**config.mk**
```make
export PLATFORM = sky130hd
export DESIGN_NAME = mw_eeprom_ctrl
export DESIGN_NICKNAME = d
export VERILOG_FILES = /design/src/rtl/mw_pkg.sv /design/src/rtl/mw_cmd_build.sv /design/src/rtl/mw_timer.sv /design/src/rtl/mw_eeprom_ctrl.sv
export SDC_FILE = /design/constraint.sdc
export NUM_CORES = 1
export LEC_CHECK = 0
export ABC_CLOCK_PERIOD_IN_PS = 3100
export BUFFER_PORTS_ARGS = -buffer_cell sky130_fd_sc_hd__buf_2
export CAP_MARGIN = 30
export CORE_MARGIN = 5
export CORE_UTILIZATION = 60
export CTS_BUF_LIST = sky130_fd_sc_hd__clkbuf_2
export CTS_CLUSTER_SIZE = 14
export DETAILED_ROUTE_END_ITERATION = 10
export GPL_TIMING_DRIVEN = 0
export MAX_ROUTING_LAYER = met4
export PLACE_DENSITY = 0.86
export SYNTH_ARGS = -nofsm -noshare
export SYNTH_HDL_FRONTEND = slang
export SYNTH_SLANG_ARGS = --single-unit
```
**constraint.sdc**
```tcl
create_clock -name clk -period 3.1 [get_ports clk]
set_input_delay 0.155 -clock clk [delete_from_list [all_inputs] [get_ports clk]]
set_output_delay 0.155 -clock clk [all_outputs]
set_load 0.03 [all_outputs]
```
**src/rtl/mw_pkg.sv**
```systemverilog
package mw_pkg;

    typedef enum logic [2:0] {
        OP_READ  = 3'd0,
        OP_WRITE = 3'd1,
        OP_ERASE = 3'd2,
        OP_WREN  = 3'd3,
        OP_WRDIS = 3'd4,
        OP_ERALL = 3'd5,
        OP_WRALL = 3'd6,
        OP_RSVD  = 3'd7
    } op_e;

    typedef enum logic [1:0] {
        ST_OK      = 2'd0,
        ST_TIMEOUT = 2'd1,
        ST_NOSUP   = 2'd2
    } status_e;

    typedef enum logic [1:0] {
        S_IDLE  = 2'd0,
        S_SHIFT = 2'd1,
        S_GAP   = 2'd2,
        S_POLL  = 2'd3
    } fsm_e;

    localparam int CMD_W   = 10;
    localparam int DATA_W  = 8;
    localparam int FRAME_W = CMD_W + DATA_W;

    typedef struct packed {
        logic [CMD_W-1:0] word;
        logic             legal;
        logic             bulk;
        logic             has_wdata;
        logic             is_read;
        logic             is_prog;
    } cmd_t;

endpackage

```
**src/rtl/mw_cmd_build.sv**
```systemverilog
module mw_cmd_build
    import mw_pkg::*;
(
    input  logic [2:0] op,
    input  logic [6:0] addr,
    output cmd_t       cmd
);
    always_comb begin
        cmd       = '0;
        cmd.legal = 1'b1;
        case (op_e'(op))
            OP_READ:  begin cmd.word = 10'h300 | {3'b000, addr}; cmd.is_read = 1'b1; end
            OP_WRITE: begin cmd.word = 10'h280 | {3'b000, addr}; cmd.has_wdata = 1'b1; cmd.is_prog = 1'b1; end
            OP_ERASE: begin cmd.word = 10'h380 | {3'b000, addr}; cmd.is_prog = 1'b1; end
            OP_WREN:  cmd.word = 10'h260;
            OP_WRDIS: cmd.word = 10'h200;
            OP_ERALL: begin cmd.word = 10'h240; cmd.bulk = 1'b1; cmd.is_prog = 1'b1; end
            OP_WRALL: begin cmd.word = 10'h220; cmd.bulk = 1'b1; cmd.has_wdata = 1'b1; cmd.is_prog = 1'b1; end
            default:  cmd.legal = 1'b0;
        endcase
    end
endmodule

```
**src/rtl/mw_timer.sv**
```systemverilog
module mw_timer #(
    parameter int W = 16
) (
    input  logic         clk,
    input  logic         rst_n,
    input  logic         load,
    input  logic [W-1:0] load_val,
    output logic         expired
);
    logic [W-1:0] count_d, count_q;

    always_comb begin
        count_d = count_q;
        if (load)
            count_d = load_val;
        else if (count_q != '0)
            count_d = count_q - 1'b1;
    end

    always_ff @(posedge clk or negedge rst_n) begin
        if (!rst_n) count_q <= '0;
        else        count_q <= count_d;
    end

    assign expired = (count_q == '0);
endmodule

```
**src/rtl/mw_eeprom_ctrl.sv**
```systemverilog
module mw_eeprom_ctrl
    import mw_pkg::*;
#(
    parameter int CLK_HZ     = 50_000_000,
    parameter int SCK_HALF   = 25,
    parameter int CS_LOW_NS  = 250,
    parameter int TIMEOUT_US = 5000
) (
    input  logic       clk,
    input  logic       rst_n,
    input  logic       req,
    input  logic [2:0] op,
    input  logic [6:0] addr,
    input  logic [7:0] wdata,
    input  logic       bulk_en,
    output logic       ack,
    output logic [1:0] status,
    output logic [7:0] rdata,
    output logic       cs,
    output logic       sclk,
    output logic       mosi,
    input  logic       miso
);
    localparam longint GAP_L   = (longint'(CS_LOW_NS) * CLK_HZ + 64'd999_999_999) / 64'd1_000_000_000;
    localparam int     CS_LOW_CYC  = (GAP_L < 1) ? 1 : int'(GAP_L);
    localparam longint TMO_L   = (longint'(TIMEOUT_US) * CLK_HZ) / 64'd1_000_000;
    localparam int     TIMEOUT_CYC = (TMO_L < 1) ? 1 : int'(TMO_L);
    localparam int     TMR_MAX = (TIMEOUT_CYC > CS_LOW_CYC) ? TIMEOUT_CYC : CS_LOW_CYC;
    localparam int     TMR_W   = $clog2(TMR_MAX + 1);
    localparam int     HALF_W  = $clog2(SCK_HALF + 1);
    localparam logic [HALF_W-1:0] HALF_LOAD = HALF_W'(SCK_HALF - 1);

    typedef struct packed {
        fsm_e               fsm;
        logic               cs;
        logic               sclk;
        logic               mosi;
        logic [HALF_W-1:0]  half;
        logic [4:0]         bitn;
        logic [4:0]         last;
        logic [FRAME_W-1:0] sh;
        logic [7:0]         rx;
        logic               rd;
        logic               prog;
        logic               ack;
        logic [1:0]         status;
        logic [7:0]         rdata;
    } state_t;

    state_t            d, q;
    cmd_t              cmd;
    logic              tm_load, tm_exp;
    logic [TMR_W-1:0]  tm_val;
    logic [7:0]        rx_n;

    mw_cmd_build u_cmd (.op(op), .addr(addr), .cmd(cmd));

    mw_timer #(.W(TMR_W)) u_tmr (
        .clk(clk), .rst_n(rst_n), .load(tm_load), .load_val(tm_val), .expired(tm_exp)
    );

    always_comb begin
        d       = q;
        d.ack   = 1'b0;
        tm_load = 1'b0;
        tm_val  = '0;
        rx_n    = q.rx;
        case (q.fsm)
            S_IDLE: if (req) begin
                if (!cmd.legal || (cmd.bulk && !bulk_en)) begin
                    d.ack    = 1'b1;
                    d.status = ST_NOSUP;
                    d.rdata  = '0;
                end else begin
                    d.fsm  = S_SHIFT;
                    d.cs   = 1'b1;
                    d.sclk = 1'b0;
                    d.sh   = {cmd.word, (cmd.has_wdata ? wdata : 8'h00)};
                    d.mosi = cmd.word[CMD_W-1];
                    d.half = HALF_LOAD;
                    d.bitn = '0;
                    d.last = (cmd.has_wdata || cmd.is_read) ? 5'(FRAME_W - 1) : 5'(CMD_W - 1);
                    d.rd   = cmd.is_read;
                    d.prog = cmd.is_prog;
                    d.rx   = '0;
                end
            end
            S_SHIFT: begin
                if (q.half != '0) begin
                    d.half = q.half - 1'b1;
                end else if (!q.sclk) begin
                    d.sclk = 1'b1;
                    d.half = HALF_LOAD;
                end else begin
                    d.sclk = 1'b0;
                    d.half = HALF_LOAD;
                    if (q.rd && q.bitn >= 5'(CMD_W))
                        rx_n = {q.rx[6:0], miso};
                    d.rx = rx_n;
                    if (q.bitn == q.last) begin
                        d.mosi = 1'b0;
                        d.cs   = 1'b0;
                        if (q.prog) begin
                            d.fsm   = S_GAP;
                            tm_load = 1'b1;
                            tm_val  = TMR_W'(CS_LOW_CYC - 1);
                        end else begin
                            d.fsm    = S_IDLE;
                            d.ack    = 1'b1;
                            d.status = ST_OK;
                            d.rdata  = q.rd ? rx_n : 8'h00;
                        end
                    end else begin
                        d.bitn = q.bitn + 5'd1;
                        d.sh   = {q.sh[FRAME_W-2:0], 1'b0};
                        d.mosi = q.sh[FRAME_W-2];
                    end
                end
            end
            S_GAP: if (tm_exp) begin
                d.cs    = 1'b1;
                d.fsm   = S_POLL;
                tm_load = 1'b1;
                tm_val  = TMR_W'(TIMEOUT_CYC - 1);
            end
            S_POLL: if (miso || tm_exp) begin
                d.cs     = 1'b0;
                d.fsm    = S_IDLE;
                d.ack    = 1'b1;
                d.status = miso ? ST_OK : ST_TIMEOUT;
                d.rdata  = '0;
            end
            default: d.fsm = S_IDLE;
        endcase
    end

    always_ff @(posedge clk or negedge rst_n) begin
        if (!rst_n) q <= '0;
        else        q <= d;
    end

    assign ack    = q.ack;
    assign status = q.status;
    assign rdata  = q.rdata;
    assign cs     = q.cs;
    assign sclk   = q.sclk;
    assign mosi   = q.mosi;
endmodule

```
==> results.toml <==
[outcome]
outcome = "finished, final reports clean"

[timing]
setup_violations = 0
fin_crit_ps = 2448
final_max_slew_viol_count = 0
whs_ps = 46.31
hold_viol = 0
tightest_slew_ps = 911.4
setup_tns_ps = 0
post-route-period-util_pct = 78.96
finalWorstSetupSlack_ps = 652.1
slew_headroom_pct = 39.24
fin_skew_ps = 26.95
max_freq_mhz = 408.5
rsz0062_at_grt = "no"

[worst_hold_path]
hp-class = "primary input to register"
min_to = "q[43]$_DFFE_PN0P_"
min_from = "op[2]"
hold_depth = 4

[floorplanning]
start_util_pct = 60.76
die-height_um = 92.49
io_pins = 37
dieArea_mm2 = 0.008554
core_mm2 = 0.006719
die_width_um = 92.49
rows = 30

[place]
post-place-ws_ps = 696.4
placed_area_mm2 = 0.004355
port_buffers = 34
gp_congestion = 0.8928
hpwl_um = 6469

[synthesis]
ys_seq_elements = 73
netlist_area_mm2 = 0.004083
synth_top_area_cell = "dfrtp_1"
ys.flop_type = "dfrtp_1"
synth_nets = 446
synth.area.top_cells = "dfrtp_1 45%, a21oi_1 5.6%, o21ai_0 3.2%"
seq_area_frac_synth_pct = 44.74
synthArstFlopShare_pct = 100.0
synth_top_area_share_pct = 44.74
synth_edf_count = 0
netlist_instances = 413
synth_cell_types = 65
yosysWarnings = 0
syn_avg_cell_area_um2 = 9.885

[critical_path]
critPathCaptureType = "register"
cp_common_cell = "clkbuf_1"
crit_slowest_cell = "clkbuf_1"
worstPathRequired_ps = 3570
critPathMaxStageDelay_ps = 470
cp_num_buf_inv = 4
r2r_cells = 7
critPathLaunchType = "register"
r2r_end = "sclk$_DFFE_PN0P_"
crit_path_max_fanout = 10
crit_type = "register to register"
worstPathArrival_ps = 2920
rrSetupSlack_ps = 650
cp_cell_sequence = "inv_1 -> ha_1 -> clkbuf_1 -> clkbuf_1 -> clkbuf_1 -> a31oi_1 -> a31oi_1"
cp_top_family = "buffers and inverters"

[finish]
final_common_cell = "dfrtp_1"
final_area_mm2 = 0.004631
nNetsFinal = 508
nFillCells = 511
antenna_cells = 0
final_cell_mix = "73 x dfrtp_1, 46 x a21oi_1, 41 x buf_2"
syn2layout_area_growth_pct = 13.42
drive_gt1_share_pct = 17.95

[clock_tree]
clk_latency_ps = 550
cts.path.max_buffers = 2
cts_buffers = 9
cts_htree_levels = 3
clock-sinks = 73
cts.clk_slew.worst_paths_ps = 190
post_cts_buffers = 0
cts_tree = "yes"
root_buffer = "clkbuf_2"

[route]
vias = 3419
ant_nets = 0
post_drt_wl_per_cell_um = 16.31
drtIter0Drc = 197
avgViaCountPerCell = 6.116
drcViolationCount = 0
routed_wl_um = 9120
firstDrtPassIters = 7

[power]
switchingPower_w = 0.001688
power_frac_comb_pct = 45.0
peakVddDrop_mv = 0.5252
p_clk_share_pct = 13.8
p_int_w = 0.002117
swShare_pct = 44.36
p_leak_nw = 2.042
pwr-share-seq_pct = 41.2
power_per_cell_area_mw_per_mm2 = 821.7

[global_routing]
grt-ovfl-total = 0
grt_max_degree = 74
antenna_found_initial = 0
grtUsageTotal_pct = 23.82
grt_pass1_wl_um = 15920
first_global_vias = 3387

[flow_run]
maxCapViolations = 0
-- worst reg2reg max path, delay by kind of cell, from the launching register on --
| kind | cells | cell delay, ps |
|---|---|---|
| adder cells (fa/ha/maj) | 1 | 260 |
| AO/OA/AOI/OAI | 2 | 300 |
| buffers and inverters | 4 | 1380 |
| flip-flops | 1 | 460 |
-- Yosys cell counts, types with 3 or more instances --
| master | number |
|---|---|
| ha_1 | 10 |
| a21boi_0 | 3 |
| or4_1 | 7 |
| nor3_1 | 10 |
| a21oi_1 | 46 |
| nor2b_1 | 6 |
| buf_2 | 8 |
| buf_4 | 12 |
| or3_1 | 5 |
| clkbuf_1 | 6 |
| mux2_1 | 7 |
| nand4_1 | 4 |
| inv_1 | 10 |
| mux2i_1 | 12 |
| xor2_1 | 3 |
| dfrtp_1 | 73 |
| xnor2_1 | 12 |
| o22ai_1 | 4 |
| nor2_1 | 25 |
| a31oi_1 | 5 |
| nand3_1 | 6 |
| nand2_1 | 21 |
| a22o_1 | 8 |
| o21ai_0 | 26 |
| and2_1 | 5 |
| nand2b_1 | 9 |
| a22oi_1 | 12 |
| nor4_1 | 7 |
| and4_1 | 4 |
-- sequential cells by signal, summed over array words and instances, names as in the netlist, named ones only --
register       count
mosi               1
u_tmr.count_q     18
rdata              8
q                 41
ack                1
status             2
sclk               1
-- worst max path at each step --
stage                            from           endpoint  slack, ps  cells past startpoint
detailed placement           register  q[27]$_DFFE_PN0P_        700                      7
global route                 register  q[33]$_DFFE_PN0P_        390                      7
CTS                          register  q[27]$_DFFE_PN0P_        660                      7
floorplan           q[57]$_DFFE_PN0P_  q[29]$_DFFE_PN0P_       1090                      7
finish                       register   sclk$_DFFE_PN0P_        650                      7
global placement             register  q[35]$_DFFE_PN0P_        750                      7
-- layer usage --
metal	vias up	track usage [%]	wire length, um
li1	1642	-	-
met1	1643	29.54	3889
met2	119	37.58	4474
met3	15	5.930	597
met4	0	9.530	158
met5	-	-	0
-- stage by stage --
step,util [%],power [W],instances
after floorplan,-,0.002811,413
after global placement,64.79,0.003162,527
after detailed placement,64.82,0.003258,527
after CTS,68.92,0.003803,559
after global routing,68.92,0.004110,559
final,68.92,0.003805,559
-- cells by family (layout without fill, tap and decap cells) --
family                   count (synthesis)  count (layout)  share of synthesized area, %
XOR/XNOR                                15              15                         3.218
adder cells (fa/ha/maj)                 10              10                         3.065
multiplexers                            21              21                         5.425
AND/OR/NAND/NOR                        124             124                         17.81
AO/OA/AOI/OAI                          133             133                         20.99
buffers and inverters                   37             103                         4.750
flip-flops                              73              73                         44.74
-- cell type report --
cell class	count	area (um2)	area share [%]
buffer	27	156.4	3.377
clock buffer	9	45.04	0.9727
clock inverter	6	60.06	1.297
inverter	10	37.54	0.8106
multi-input combinational	303	2062	44.53
sequential	73	1827	39.45
tap	80	100.1	2.162
timing repair buffer	51	342.8	7.403
-- what timing repair did --
item                      CTS  global route
hold endpoints to repair   89             0
hold buffers               17             0
gates resized for setup     0             0
-- power by group through the flow --
stage	Clock, W	Combinational [W]	Sequential [W]
after floorplan	0	0.00129	0.00152
final	0.000524	0.00171	0.00157
after global placement	0	0.00161	0.00155
after CTS	0.000535	0.00171	0.00156
after detailed placement	0	0.00168	0.00158
after global routing	0.000581	0.00192	0.00161
Power figures use the tool's default switching activity.
